===== config.mk =====
export PLATFORM = sky130hd
export DESIGN_NAME = seq_mult
export DESIGN_NICKNAME = d
export VERILOG_FILES = /design/src/rtl/seq_mult_pkg.sv /design/src/rtl/seq_mult_ctrl.sv /design/src/rtl/seq_mult_datapath.sv /design/src/rtl/seq_mult.sv
export SDC_FILE = /design/constraint.sdc
export NUM_CORES = 1
export LEC_CHECK = 0
export ABC_AREA = 1
export BUFFER_PORTS_ARGS = -buffer_cell sky130_fd_sc_hd__buf_2
export CELL_PAD_IN_SITES_DETAIL_PLACEMENT = 1
export CELL_PAD_IN_SITES_GLOBAL_PLACEMENT = 1
export CORE_MARGIN = 1
export CORE_UTILIZATION = 38
export CTS_CLUSTER_DIAMETER = 150
export DETAILED_ROUTE_END_ITERATION = 8
export HOLD_SLACK_MARGIN = 0.08
export PLACE_DENSITY = 0.75
export SYNTH_ARGS = -nofsm -noshare
export SYNTH_HDL_FRONTEND = slang
export SYNTH_HIERARCHICAL = 1
export SYNTH_SLANG_ARGS = --single-unit

===== constraint.sdc =====
create_clock -name clk -period 1.9 [get_ports clk]
set_input_delay 0 -clock clk [delete_from_list [all_inputs] [get_ports clk]]
set_output_delay 0 -clock clk [all_outputs]
set_load 0.01 [all_outputs]

===== src/rtl/seq_mult_pkg.sv =====
package seq_mult_pkg;
  typedef enum logic [1:0] {
    ST_INIT  = 2'b00,
    ST_ADD   = 2'b01,
    ST_SHIFT = 2'b10,
    ST_HALT  = 2'b11
  } mult_state_e;

  // (N+1)-bit sum of an upper half and the multiplicand
  function automatic logic [8:0] add_upper(input logic [7:0] hi, input logic [7:0] md);
    return {1'b0, hi} + {1'b0, md};
  endfunction
endpackage


===== src/rtl/seq_mult_ctrl.sv =====
module seq_mult_ctrl
  import seq_mult_pkg::*;
#(
  parameter int W = 8,
  localparam int CW = $clog2(W + 1)
) (
  input  logic        clk,
  input  logic        rst,
  input  logic        start,
  output mult_state_e state,
  output logic        last_iter
);
  logic [CW-1:0] iter_q;

  assign last_iter = (iter_q == CW'(W - 1));

  always_ff @(posedge clk) begin
    if (rst) begin
      state  <= ST_HALT;
      iter_q <= '0;
    end else begin
      unique case (state)
        ST_HALT:  if (start) state <= ST_INIT;
        ST_INIT: begin
          state  <= ST_ADD;
          iter_q <= '0;
        end
        ST_ADD:   state <= ST_SHIFT;
        ST_SHIFT: begin
          if (last_iter) state <= ST_HALT;
          else begin
            state  <= ST_ADD;
            iter_q <= iter_q + 1'b1;
          end
        end
      endcase
    end
  end
endmodule


===== src/rtl/seq_mult_datapath.sv =====
module seq_mult_datapath
  import seq_mult_pkg::*;
#(
  parameter int W = 8,
  localparam int PW = 2 * W
) (
  input  logic          clk,
  input  logic          rst,
  input  mult_state_e   state,
  input  logic [W-1:0]  mcand,
  input  logic [W-1:0]  mplier,
  output logic [PW-1:0] acc,
  output logic          add_fire
);
  logic [W-1:0] md_q;
  logic         carry_q;
  logic [W:0]   sum;
  logic [PW-1:0] acc_d;
  logic          carry_d;

  assign add_fire = (state == ST_ADD) && acc[0];
  assign sum      = add_upper(acc[PW-1:W], md_q);

  always_comb begin
    acc_d   = acc;
    carry_d = carry_q;
    unique case (state)
      ST_INIT: begin
        acc_d   = {{W{1'b0}}, mplier};
        carry_d = 1'b0;
      end
      ST_ADD: begin
        if (acc[0]) begin
          acc_d   = {sum[W-1:0], acc[W-1:0]};
          carry_d = sum[W];
        end else begin
          carry_d = 1'b0;
        end
      end
      ST_SHIFT: begin
        acc_d   = {carry_q, acc[PW-1:1]};
        carry_d = 1'b0;
      end
      default: ;
    endcase
  end

  always_ff @(posedge clk) begin
    if (rst) begin
      acc     <= '0;
      carry_q <= 1'b0;
      md_q    <= '0;
    end else begin
      acc     <= acc_d;
      carry_q <= carry_d;
      if (state == ST_INIT) md_q <= mcand;
    end
  end
endmodule


===== src/rtl/seq_mult.sv =====
module seq_mult
  import seq_mult_pkg::*;
(
  input  logic        clk,
  input  logic        rst,
  input  logic [7:0]  mcand,
  input  logic [7:0]  mplier,
  input  logic        start,
  output logic [15:0] product,
  output logic        done
);
  localparam int W = 8;

  mult_state_e state;
  logic        last_iter;
  logic        add_fire;
  logic        run_end;
  logic        run_begin;

  seq_mult_ctrl #(.W(W)) u_ctrl (
    .clk(clk), .rst(rst), .start(start),
    .state(state), .last_iter(last_iter)
  );

  seq_mult_datapath #(.W(W)) u_dp (
    .clk(clk), .rst(rst), .state(state),
    .mcand(mcand), .mplier(mplier),
    .acc(product), .add_fire(add_fire)
  );

  assign done      = (state == ST_HALT);
  assign run_end   = (state == ST_SHIFT) && last_iter;
  assign run_begin = (state == ST_HALT) && start;
endmodule


* After elaboration in Yosys (flattened, before gate mapping)
Index checks and enable logic that the tools add are counted.
** Operators by class
- Add/sub/neg operators :: 2
- Equality and inequality tests :: 7
- Mux-type cells :: 9
- Bitwise logic cells :: 1
- Reductions and logical operators :: 8
** Operators by type and width (count)
- one-hot mux 16 bit (3 select lines) :: 1
- 2-to-1 mux 16 bit :: 1
- adder 8 x 8 -> 9 bit :: 1
- one-hot mux 2 bit (4 select lines) :: 1
- one-hot mux 4 bit (2 select lines) :: 1
- AND reduction 2 bit :: 3
- adder 4 x 1 -> 4 bit, second input constant :: 1
- equality test 2 bit, second input constant :: 2
- equality test 4 x 3 -> 1 bit, second input constant :: 1
- 2-to-1 mux 2 bit :: 2
- 2-to-1 mux 4 bit :: 1
- != test 2 bit, second input constant :: 2
- nonzero test 2 bit :: 2
- nonzero test 3 bit :: 1
- equality test 2 x 1 -> 1 bit, second input constant :: 1
- logical NOT 2 bit :: 1
- != test 2 x 1 -> 1 bit, second input constant :: 1
- one-hot mux 1 bit (2 select lines) :: 1
- OR reduction 2 bit :: 1
- 2-to-1 mux 1 bit :: 1
- NOT 1 bit :: 1
** Storage, ports and cells
- Bits in registers :: 31
- Output and inout port bits :: 17
- Word-level logic and storage cells :: 34

* Logic depth before layout (Yosys ltp)
Gate-level depths: netlist of the first run.
- Depth after elaboration :: 3
- Mapped depth :: 11
- Depth with buffers taken out :: 11

* Hierarchy
The synthesis of the first run kept the hierarchy.
** Modules (own cells, without submodules)
- seq_mult_datapath :: instances 1, cells each 218, area an instance 1492.7 µm², seq. area each 500.5 µm²
- seq_mult_ctrl :: instances 1, cells each 40, area an instance 295.3 µm², seq. area each 120.1 µm²
- seq_mult :: instances 1, cells each 2, area an instance 7.5 µm², seq. area each 0.0 µm²

* Least setup slack after synthesis of the first run
No wires, ideal clock.
- Path kind :: reg2reg
- Start :: register u_dp.acc[8]
- End :: register u_dp.acc[14]
- Setup time :: 116 ps
- Arrival time :: 1491 ps
- Required time :: 1784 ps
- Slack :: 293 ps
- Stages on the path, launching flop included :: 12
- Buffers on the path :: 0
- Cells stage by stage :: dfxtp_1 -> ha_1 -> inv_1 -> fa_1 -> inv_1 -> nand2_1 -> nand3_1 -> nand2_1 -> nand3_1 -> nand2_1 -> nand2_1 -> a21oi_1
** On the way
- Word-level cells in the longest chain between the ends :: 3
** Ends and longest elaborated chain
- start: declaration :: RTL line seq_mult_datapath.sv:12 : output logic [PW-1:0] acc,
- start signal: assignment :: RTL line seq_mult_datapath.sv:50 : acc <= '0;
- start signal: assignment :: RTL line seq_mult_datapath.sv:54 : acc <= acc_d;
- adder 8 x 8 -> 9 bit :: RTL line seq_mult_pkg.sv:11 : return {1'b0, hi} + {1'b0, md};
- 2-to-1 mux 16 bit :: RTL line seq_mult_datapath.sv:33 : if (acc[0]) begin
- one-hot mux 16 bit (3 select lines) :: RTL line seq_mult_datapath.sv:27 : unique case (state)
No other way between the ends. The select of a mux whose other input is x is not followed.
A chain may end at the register's enable or synchronous reset.

* Worst setup path after layout of the first run
Ends and elaborated chain as after synthesis.

==> flow_metrics.env, run 1 <==
export IMPL_clock_latency_ps=290
export IMPL_wl_per_cell_um=13.3
export IMPL_drtIter0Drc=88
export IMPL_setup_tns_ps=0
export IMPL_die_area_sq_um=5000
export IMPL_netlist_area_sq_um=1800
export IMPL_yosys_warnings=6
export IMPL_cts_resized=0
export IMPL_clk_pin_slew_ps=70
export IMPL_arrival_ps=1910
export IMPL_syn_nets=293
export IMPL_grt_max_degree=17
export IMPL_drt_pre_antenna_iters=6
export IMPL_syn_area_per_cell_sq_um=6.91
export IMPL_drtAntennaViolNets=0
export IMPL_port_buffers=35
export IMPL_violations="DRC"
export IMPL_setup_viol=0
export IMPL_wl_um=4950
export IMPL_ys_ff_latch=31
export IMPL_die_w_um=70.7
export IMPL_period_share_pct=92.1
export IMPL_postCtsSetupRepairBufs=0
export IMPL_critPathTopFamily="adder cells"
export IMPL_hpwlAfterDp_um=3570
export IMPL_overflow=0
export IMPL_fin_nets=352
export IMPL_path_class="reg2reg"
export IMPL_maxSlewHeadroom_pct=70.1
export IMPL_num_vias=1835
export IMPL_instances_no_fill=372
export IMPL_ys_seq_area_share_pct=34.6
export IMPL_grt_pass1_wl_um=8250
export IMPL_start_kind="register"
export IMPL_num_io_pins=36
export IMPL_nFillCells=605
export IMPL_whs_ps=99.6
export IMPL_hold_path_cell_count=2
export IMPL_r2r_end="u_dp/acc[14]"
export IMPL_outcome="complete, but fails checks"
export IMPL_worst_setup_path_end_kind="register"
export IMPL_numCtsBuffers=5
export IMPL_routed_via_density=4.93
export IMPL_hold_viol=0
export IMPL_hold_start="rst"
export IMPL_drv_slew=0
export IMPL_path_cells="ha_1, inv_1, fa_1, inv_1, nand2_1, nand3_1, nand2_1, nand3_1, nand2_1, nand2_1, a21oi_1"
export IMPL_fin_util_pct=51.4
export IMPL_place_gp_congestion=0.818
export IMPL_core_sq_um=4440
export IMPL_power_leakage_nw=1.12
export IMPL_cts_tree="built"
export IMPL_final_design_area_no_fill_sq_um=2290
export IMPL_reg2reg_slack_ps=150
export IMPL_fin_crit_ps=1750
export IMPL_die_h_um=70.7
export IMPL_ff2ff_path_depth=11
export IMPL_drc=8
export IMPL_final_common_cell="nand2_1"
export IMPL_slowest_stage="fa_1"
export IMPL_cts_hold_buf=17
export IMPL_diodes=0
export IMPL_path_buf_inv=2
export IMPL_clockBufferDepth=2
export IMPL_power_density_nw_per_um2=654
export IMPL_timing_rr_start="u_dp/acc[8]"
export IMPL_h_tree_depth=2
export IMPL_hp_class="in2reg"
export IMPL_worst_path_max_fanout=4
export IMPL_max_stage_delay_ps=430
export IMPL_final_cell_mix="nand2_1, buf_2, dfxtp_1"
export IMPL_rsz0062_at_grt="false"
export IMPL_grt_usage_pct=21.2
export IMPL_crit_top_cell="nand2_1"
export IMPL_syn_instance_count=260
export IMPL_tightest_slew_ps=447
export IMPL_pre_cts_slack_ps=183
export IMPL_cts_root_buf="clkbuf_8"
export IMPL_placed_area_sq_um=2030
export IMPL_placedCellCount=347
export IMPL_areaGrowthSynthToFinish_pct=27.3
export IMPL_maxCapViolations=0
export IMPL_drive_gt1_share_pct=18.4
export IMPL_total_power_mw=1.49
export IMPL_vdd_drop_max_uv=314
export IMPL_synth_cell_types=26
export IMPL_required_ps=2070
export IMPL_setup_ws_ps=151
export IMPL_clock_skew_ps=4.60
export IMPL_cts_sinks=31
export IMPL_rows=24
export IMPL_max_freq_mhz=572
export IMPL_min_to="u_ctrl/iter_q[2]"
export IMPL_initial_utilization_pct=40.4
export IMPL_grt_antenna_before_repair=0
export IMPL_grt_pass1_vias=1778
[how the worst max path moves through the flow]
stage | start | to | slack, ps | depth (start not counted)
2_1_floorplan | u_dp/acc[8] | u_dp/acc[14] | 290 | 11
3_3_place_gp | u_dp/acc[8] | u_dp/acc[14] | 250 | 11
3_5_place_dp | u_dp/acc[8] | u_dp/acc[14] | 180 | 11
4_1_cts | u_dp/acc[8] | u_dp/acc[14] | 170 | 11
5_1_grt | u_dp/acc[8] | u_dp/acc[14] | 50 | 11
6_report | u_dp/acc[8] | u_dp/acc[14] | 150 | 11
[flip-flops by register name, indices dropped and copies added, names as in the netlist]
register	count
u_ctrl/iter_q	4
u_ctrl/state	2
u_dp/acc	16
u_dp/carry_q	1
u_dp/md_q	8
[logic make-up after synthesis]
family / after synthesis / synth area share, %
adder cells (fa/ha/maj): 14 / 10.2
AO/OA/AOI/OAI: 52 / 16.3
AND/OR/NAND/NOR: 130 / 30.7
flip-flops: 31 / 34.6
buffers and inverters: 33 / 8.22
[metal layers]
layer	up-vias	global-route usage [%]	wire length (um)	part of all wire, %
li1	963	-	-	-
met1	826	25.8	2250	45
met2	39	37.2	2420	49
met3	7	4.99	219	4.4
met4	0	6.67	62	1.3
met5	-	0	0	0
[cell type report]
type	instances	area (sq um)	share of cell area [%]
clock inverter	2	12.5	0.547
inverter	28	105	4.60
multi-input combinational	196	1030	44.9
timing repair buffer	57	383	16.7
tap	52	65.1	2.85
sequential	31	621	27.1
clock buffer	6	72.6	3.17
[power breakdown]
group          switching, mW  internal (mW)  leakage (nW)
sequential            0.0270          0.683         0.252
clock                  0.258          0.256        0.0412
combinational          0.159          0.112         0.823
[synthesized netlist by cell type]
cell type,n,share of area (%)
nor2_1,24,5.0
nor2_4,2,1.3
buf_2,1,0.28
or2_2,1,0.35
inv_1,25,5.2
a21oi_1,20,5.6
o21bai_4,1,1.0
fa_1,1,1.1
nand2_2,3,1.0
nor2_2,3,1.0
nor3_2,1,0.56
nand3b_1,1,0.42
inv_2,1,0.21
clkinv_1,2,0.42
o21ai_1,3,0.84
buf_4,2,0.84
o31a_1,1,0.49
a31oi_1,8,2.8
nand2_1,80,17
buf_6,2,1.3
o21ai_0,18,5.0
a32o_1,1,0.56
nand4_1,2,0.70
ha_1,13,9.1
nand3_1,13,3.6
dfxtp_1,31,35
No activity file was read; power rests on OpenSTA's default activity.
==> run 2: changes to the inputs <==
CORE_UTILIZATION = 41   (was 38)
CTS_CLUSTER_DIAMETER = default   (was 150)
PLACE_DENSITY = 0.8   (was 0.75)
clock period = 2.3 ns   (was 1.9 ns; I/O delays follow)
==> run 2 against run 1 <==
Compared with the run above:
- the flow now finishes without violations
- non-clock buffer count shrank 4
- die area fell by 7.1%
- wire length fell by 7.6%
- cell count is 1.6% lower
- clock power decreased by 16%
- worst hold slack gained 330 ps
- design area fell by 1.3%
- register-to-register slack improved by 360 ps
- sequential cell count stayed put
==> flow_metrics.env, run 2 (synthesis gave the netlist of run 1 again) <==
export IMPL_rows=23
export IMPL_cts_hold_buf=18
export IMPL_drive_gt1_share_pct=17.1
export IMPL_grt_max_degree=17
export IMPL_cts_tree="built"
export IMPL_die_w_um=68.2
export IMPL_power_switching_mw=0.367
export IMPL_path_class="reg2reg"
export IMPL_setup_tns_ps=0
export IMPL_seqPwrFrac_pct=48.0
export IMPL_setup_viol=0
export IMPL_power_leakage_nw=1.10
export IMPL_tightest_slew_ps=486
export IMPL_drt_pre_antenna_iters=4
export IMPL_worst_path_max_fanout=9
export IMPL_numCtsBuffers=5
export IMPL_final_common_cell="nand2_1"
export IMPL_nFillCells=554
export IMPL_drtAntennaViolNets=0
export IMPL_port_buffers=35
export IMPL_largestRegisters="u_dp/acc (16), u_dp/md_q (8), u_ctrl/iter_q (4)"
export IMPL_hpwlAfterDp_um=3450
export IMPL_diodes=0
export IMPL_h_tree_depth=2
export IMPL_drv_slew=0
export IMPL_maxCapViolations=0
export IMPL_fin_crit_ps=1790
export IMPL_final_cell_mix="nand2_1, buf_2, dfxtp_1"
export IMPL_place_gp_congestion=0.772
export IMPL_clock_skew_ps=7.09
export IMPL_seq_area_sq_um=621
export IMPL_combPwrFrac_pct=16.9
export IMPL_total_power_mw=1.23
export IMPL_largest_register_ffs=16
export IMPL_die_area_sq_um=4650
export IMPL_multi_input_area_sq_um=1030
export IMPL_grt_pass1_wl_um=7420
export IMPL_wl_um=4570
export IMPL_routed_via_density=5.08
export IMPL_clock_latency_ps=290
export IMPL_cts_resized=0
export IMPL_start_kind="register"
export IMPL_swShare_pct=29.9
export IMPL_grt_usage_pct=21.8
export IMPL_regMostFlops="u_dp/acc"
export IMPL_power_density_nw_per_um2=544
export IMPL_clk_pin_slew_ps=70
export IMPL_postCtsSetupRepairBufs=0
export IMPL_rsz0062_at_grt="false"
export IMPL_core_sq_um=4120
export IMPL_num_io_pins=36
export IMPL_drtIter0Drc=47
export IMPL_arrival_ps=2010
export IMPL_drc=0
export IMPL_cts_root_buf="clkbuf_8"
export IMPL_die_h_um=68.2
export IMPL_grt_antenna_before_repair=0
export IMPL_grt_pass1_vias=1739
export IMPL_cts_sinks=31
export IMPL_clockBufferDepth=2
export IMPL_areaGrowthSynthToFinish_pct=25.6
export IMPL_period_share_pct=77.8
export IMPL_initial_utilization_pct=43.6
export IMPL_p_int_mw=0.860
export IMPL_overflow=0
export IMPL_fin_nets=348
export IMPL_worst_setup_path_end_kind="register"
export IMPL_hold_viol=0
export IMPL_max_freq_mhz=559
export IMPL_vdd_drop_max_uv=372
export IMPL_outcome="finished, final reports clean"
export IMPL_num_vias=1858
export IMPL_required_ps=2520
export IMPL_hp_class="in2reg"
export IMPL_maxSlewHeadroom_pct=67.5
export IMPL_wl_per_cell_um=12.5
export IMPL_clkPwrFrac_pct=35.1
-- run 2: cell type report --
class	instances	area share [%]
clock inverter	2	0.555
timing repair buffer	53	15.8
clock buffer	6	3.22
inverter	28	4.66
tap	50	2.77
sequential	31	27.5
multi-input combinational	196	45.5
-- run 2: critical path, cell delays in order (launching register included) --
cell and delay [ps]:
dfxtp_1 480, inv_1 110, ha_1 330, clkinv_1 290, nor2_4 310, nand2_1 90, a21oi_1 120
-- run 2: final timing paths --
check,startpoint,to,slack [ps],cells past startpoint
setup / recovery,u_ctrl/state[0],u_dp/acc[10],510,6
hold / removal,start,u_ctrl/state[0],430,3
setup reg to reg,u_ctrl/state[0],u_dp/acc[10],510,6
hold reg to reg,u_dp/carry_q,u_dp/carry_q,480,2
-- run 2: power by group through the flow --
stage / Sequential [mW] / Combinational (mW) / Clock [mW]
after floorplan: 0.602 / 0.120 / 0
after global placement: 0.600 / 0.180 / 0
after detailed placement: 0.601 / 0.185 / 0
after CTS: 0.589 / 0.210 / 0.447
after global routing: 0.594 / 0.233 / 0.459
final: 0.589 / 0.207 / 0.430
-- run 2: per-stage QoR --
| stage | util [%] | worst slack [ps] | hold WS, ps | instances | area [sq um] |
|---|---|---|---|---|---|
| finish | 54.8 | 510 | 427 | 366 | 2260 |
| global route | 54.8 | 321 | 454 | 366 | 2260 |
| CTS | 54.8 | 467 | 420 | 366 | 2260 |
| detailed placement | 48.4 | 492 | 206 | 340 | 1990 |
| global placement | 48.4 | 559 | 209 | 340 | 1990 |
| floorplan | - | 693 | 69.1 | 260 | 1800 |
-- run 2: per-layer routing --
metal	GRT usage (%)	up-vias	routed length, um	part of all wire [%]
met1	24.8	865	2120	46
met4	7.81	0	57	1.2
met3	5.17	6	135	3.0
met5	0	-	0	0
li1	-	954	-	-
met2	39.0	33	2260	49
==> run 3: changes to the inputs <==
ABC_AREA = 0   (was 1)
CORE_UTILIZATION = 36   (was 41)
PLACE_DENSITY = 0.72   (was 0.8)
clock period = 1.47 ns   (was 2.3 ns; I/O delays follow)
==> run 3 against run 2 <==
Compared with the run above:
- the run now ends with setup timing left
- global-route usage is 1.3 points lower
- via count shrank 1.5%
- combinational power grew 130%
- die area increased by 11%
- worst setup slack worse by 730 ps
- cell count shrank 8.5%
- power rose by 66%
- clock-buffer cell count grew 1
- synthesized cell count is 21% lower
- first-iteration DRC count increased by 62%
- largest cell class unchanged
- largest power group unchanged
==> flow_metrics.env, run 3 <==
export IMPL_syn_area_per_cell_sq_um=8.56
export IMPL_start_kind="register"
export IMPL_num_io_pins=36
export IMPL_vdd_drop_max_uv=473
export IMPL_hpwlAfterDp_um=3510
export IMPL_overflow=0
export IMPL_maxCapViolations=0
export IMPL_setup_tns_ps=-1140
export IMPL_areaGrowthSynthToFinish_pct=50.6
export IMPL_netlist_area_sq_um=1750
export IMPL_required_ps=1630
export IMPL_maxSlewHeadroom_pct=80.9
export IMPL_synthMuxAreaShare_pct=4.56
export IMPL_power_density_nw_per_um2=772
export IMPL_synth_top_family_by_area="simple AND/OR/NAND/NOR gates"
export IMPL_grt_pass1_vias=1766
export IMPL_synth_compound_area_share_pct=19.1
export IMPL_synth_cell_types=45
export IMPL_synth_area_leaders="dfxtp_1, ha_1, nor2_1"
export IMPL_h_tree_depth=2
export IMPL_pre_cts_slack_ps=-265
export IMPL_diodes=0
export IMPL_yosys_top_cells_count="dfxtp_1, nor2_1, nand3_1"
export IMPL_setup_ws_ps=-222
export IMPL_hp_class="in2reg"
export IMPL_rsz0062_at_grt="true"
export IMPL_power_leakage_nw=1.05
export IMPL_seq_area_sq_um=642
export IMPL_setup_viol=7
export IMPL_core_sq_um=4690
export IMPL_drt_pre_antenna_iters=4
export IMPL_drive_gt1_share_pct=40.6
export IMPL_numCtsBuffers=5
export IMPL_largestRegisters="u_dp/acc (16), u_dp/md_q (8), u_ctrl/iter_q (4)"
export IMPL_nFillCells=546
export IMPL_clockBufferDepth=2
export IMPL_final_common_cell="buf_2"
export IMPL_grt_antenna_before_repair=0
export IMPL_max_freq_mhz=591
export IMPL_ys_seq_area_share_pct=35.4
export IMPL_drv_slew=0
export IMPL_reg2reg_slack_ps=-220
export IMPL_die_h_um=71.8
export IMPL_yosys_area_top_type_share_pct=35.4
export IMPL_drtAntennaViolNets=0
export IMPL_synth_top_area_cell="dfxtp_1"
export IMPL_final_cell_mix="buf_2, buf_4, nor2_1"
export IMPL_cts_root_buf="clkbuf_8"
export IMPL_rows=25
export IMPL_synth_edf_count=0
export IMPL_fin_nets=314
export IMPL_clock_latency_ps=290
export IMPL_yosysMostFrequentCell="dfxtp_1"
export IMPL_grt_use_met3_pct=4.22
export IMPL_worst_setup_path_end_kind="register"
export IMPL_grt_max_degree=25
export IMPL_gr_usage_met2_pct=35.4
export IMPL_drc=0
export IMPL_fin_crit_ps=1690
export IMPL_clk_pin_slew_ps=70
export IMPL_ys_ff_latch=31
export IMPL_synthFlopType="dfxtp_1"
export IMPL_port_buffers=35
export IMPL_multi_input_area_sq_um=1230
export IMPL_die_w_um=71.8
export IMPL_r2r_end="u_dp/acc[13]"
export IMPL_cts_sinks=31
export IMPL_hold_start="mplier[0]"
export IMPL_largest_register_ffs=16
export IMPL_routed_via_density=5.47
export IMPL_wl_um=5600
export IMPL_initial_utilization_pct=37.4
export IMPL_violations="setup timing"
export IMPL_yosys_warnings=6
export IMPL_hold_path_cell_count=5
export IMPL_outcome="complete, but fails checks"
export IMPL_min_to="u_dp/acc[0]"
export IMPL_drtIter0Drc=76
export IMPL_grt_busiest_layer="met2"
export IMPL_cts_tree="built"
export IMPL_timing_rr_start="u_dp/acc[8]"
export IMPL_place_gp_congestion=0.789
export IMPL_arrival_ps=1850
export IMPL_grtUsageMet1_pct=25.9
export IMPL_async_flop_share_pct=0
export IMPL_grt_usage_pct=20.5
export IMPL_ff2ff_path_depth=8
export IMPL_path_class="reg2reg"
export IMPL_synth_simple_area_share_pct=22.5
export IMPL_worst_path_max_fanout=2
export IMPL_regMostFlops="u_dp/acc"
export IMPL_clock_skew_ps=8.68
export IMPL_die_area_sq_um=5160
export IMPL_syn_nets=238
export IMPL_tightest_slew_ps=285
export IMPL_synth_adder_area_share_pct=10.4
export IMPL_num_vias=1831
export IMPL_hold_viol=0
export IMPL_wl_per_cell_um=16.7
export IMPL_synth_xor_area_share_pct=2.50
export IMPL_period_share_pct=115
export IMPL_syn_instance_count=205
export IMPL_grt_pass1_wl_um=8210
run 3: cell count changes after synthesis, moves of 4 or more:
cell      previous run  this run
mux2i_1              0         8
o21ai_0             18         4
nand2_1             80        10
clkbuf_1             0         7
nand2b_1             0        10
a311oi_1             0         9
o22ai_1              0         4
inv_1               25         8
a21oi_1             20        13
run 3: area by class of cell:
class                           count  area share [%]
Multi-Input combinational cell    153            46.4
Sequential cell                    31            24.3
Timing Repair Buffer               81            22.5
Clock buffer                        7            2.89
Tap cell                           54            2.56
Inverter                            9            1.28
run 3: worst max-delay path by stage:
stage	cells after the start	slack, ps	end	startpoint
after CTS	8	-170	u_dp/acc[14]	u_dp/acc[8]
final	8	-220	u_dp/acc[13]	u_dp/acc[8]
after global placement	6	-220	u_dp/acc[15]	u_dp/acc[9]
after detailed placement	6	-270	u_dp/acc[15]	u_dp/acc[9]
after global routing	8	-290	u_dp/acc[15]	u_dp/acc[8]
after floorplan	8	-100	u_dp/acc[14]	u_dp/acc[8]
run 3: logic make-up after synthesis:
logic type                 after synthesis
and+or+nand+nor                         77
adders and majority gates               14
xor gates and xnor gates                 5
buffers and inverters                   21
DFF                                     31
muxes                                    8
AOI/OAI and AO/OA                       49
run 3: worst max-delay path, stage by stage, from the launching register on:
cell	delay [ps]
dfxtp_4	350
ha_4	150
buf_4	130
buf_6	110
a211oi_4	270
o21bai_1	110
a21oi_1	200
xor2_1	170
o22ai_1	90
run 3: timing repair:
action                     4_1_cts  5_1_grt
setup buffers                    1        1
hold endpoints to repair        17        0
resized for setup               17       26
setup endpoints to repair       17       18
hold buffers                    17        0
pin swaps                       12       19
run 3: through the flow:
stage / hold WS, ps / power [mW] / cell area, sq um / std cells / util (%)
floorplan: 62.0 / 1.15 / 1810 / 205 / -
global placement: 235 / 1.30 / 2200 / 309 / 47.0
detailed placement: 247 / 1.31 / 2200 / 309 / 47.0
CTS: 178 / 1.99 / 2520 / 334 / 53.7
global route: 204 / 2.15 / 2640 / 335 / 56.3
finish: 191 / 2.04 / 2640 / 335 / 56.3
run 3: metal layers:
layer | up-vias | routed length [um]
met1 | 884 | 2470
met3 | 15 | 209
li1 | 889 | -
met5 | - | 0
met4 | 0 | 140
met2 | 43 | 2780
run 3: where the power goes:
| group | leakage (nW) | internal, mW | switching (mW) |
|---|---|---|---|
| registers | 0.256 | 0.876 | 0.0369 |
| logic | 0.758 | 0.241 | 0.244 |
| clock network | 0.0383 | 0.326 | 0.314 |
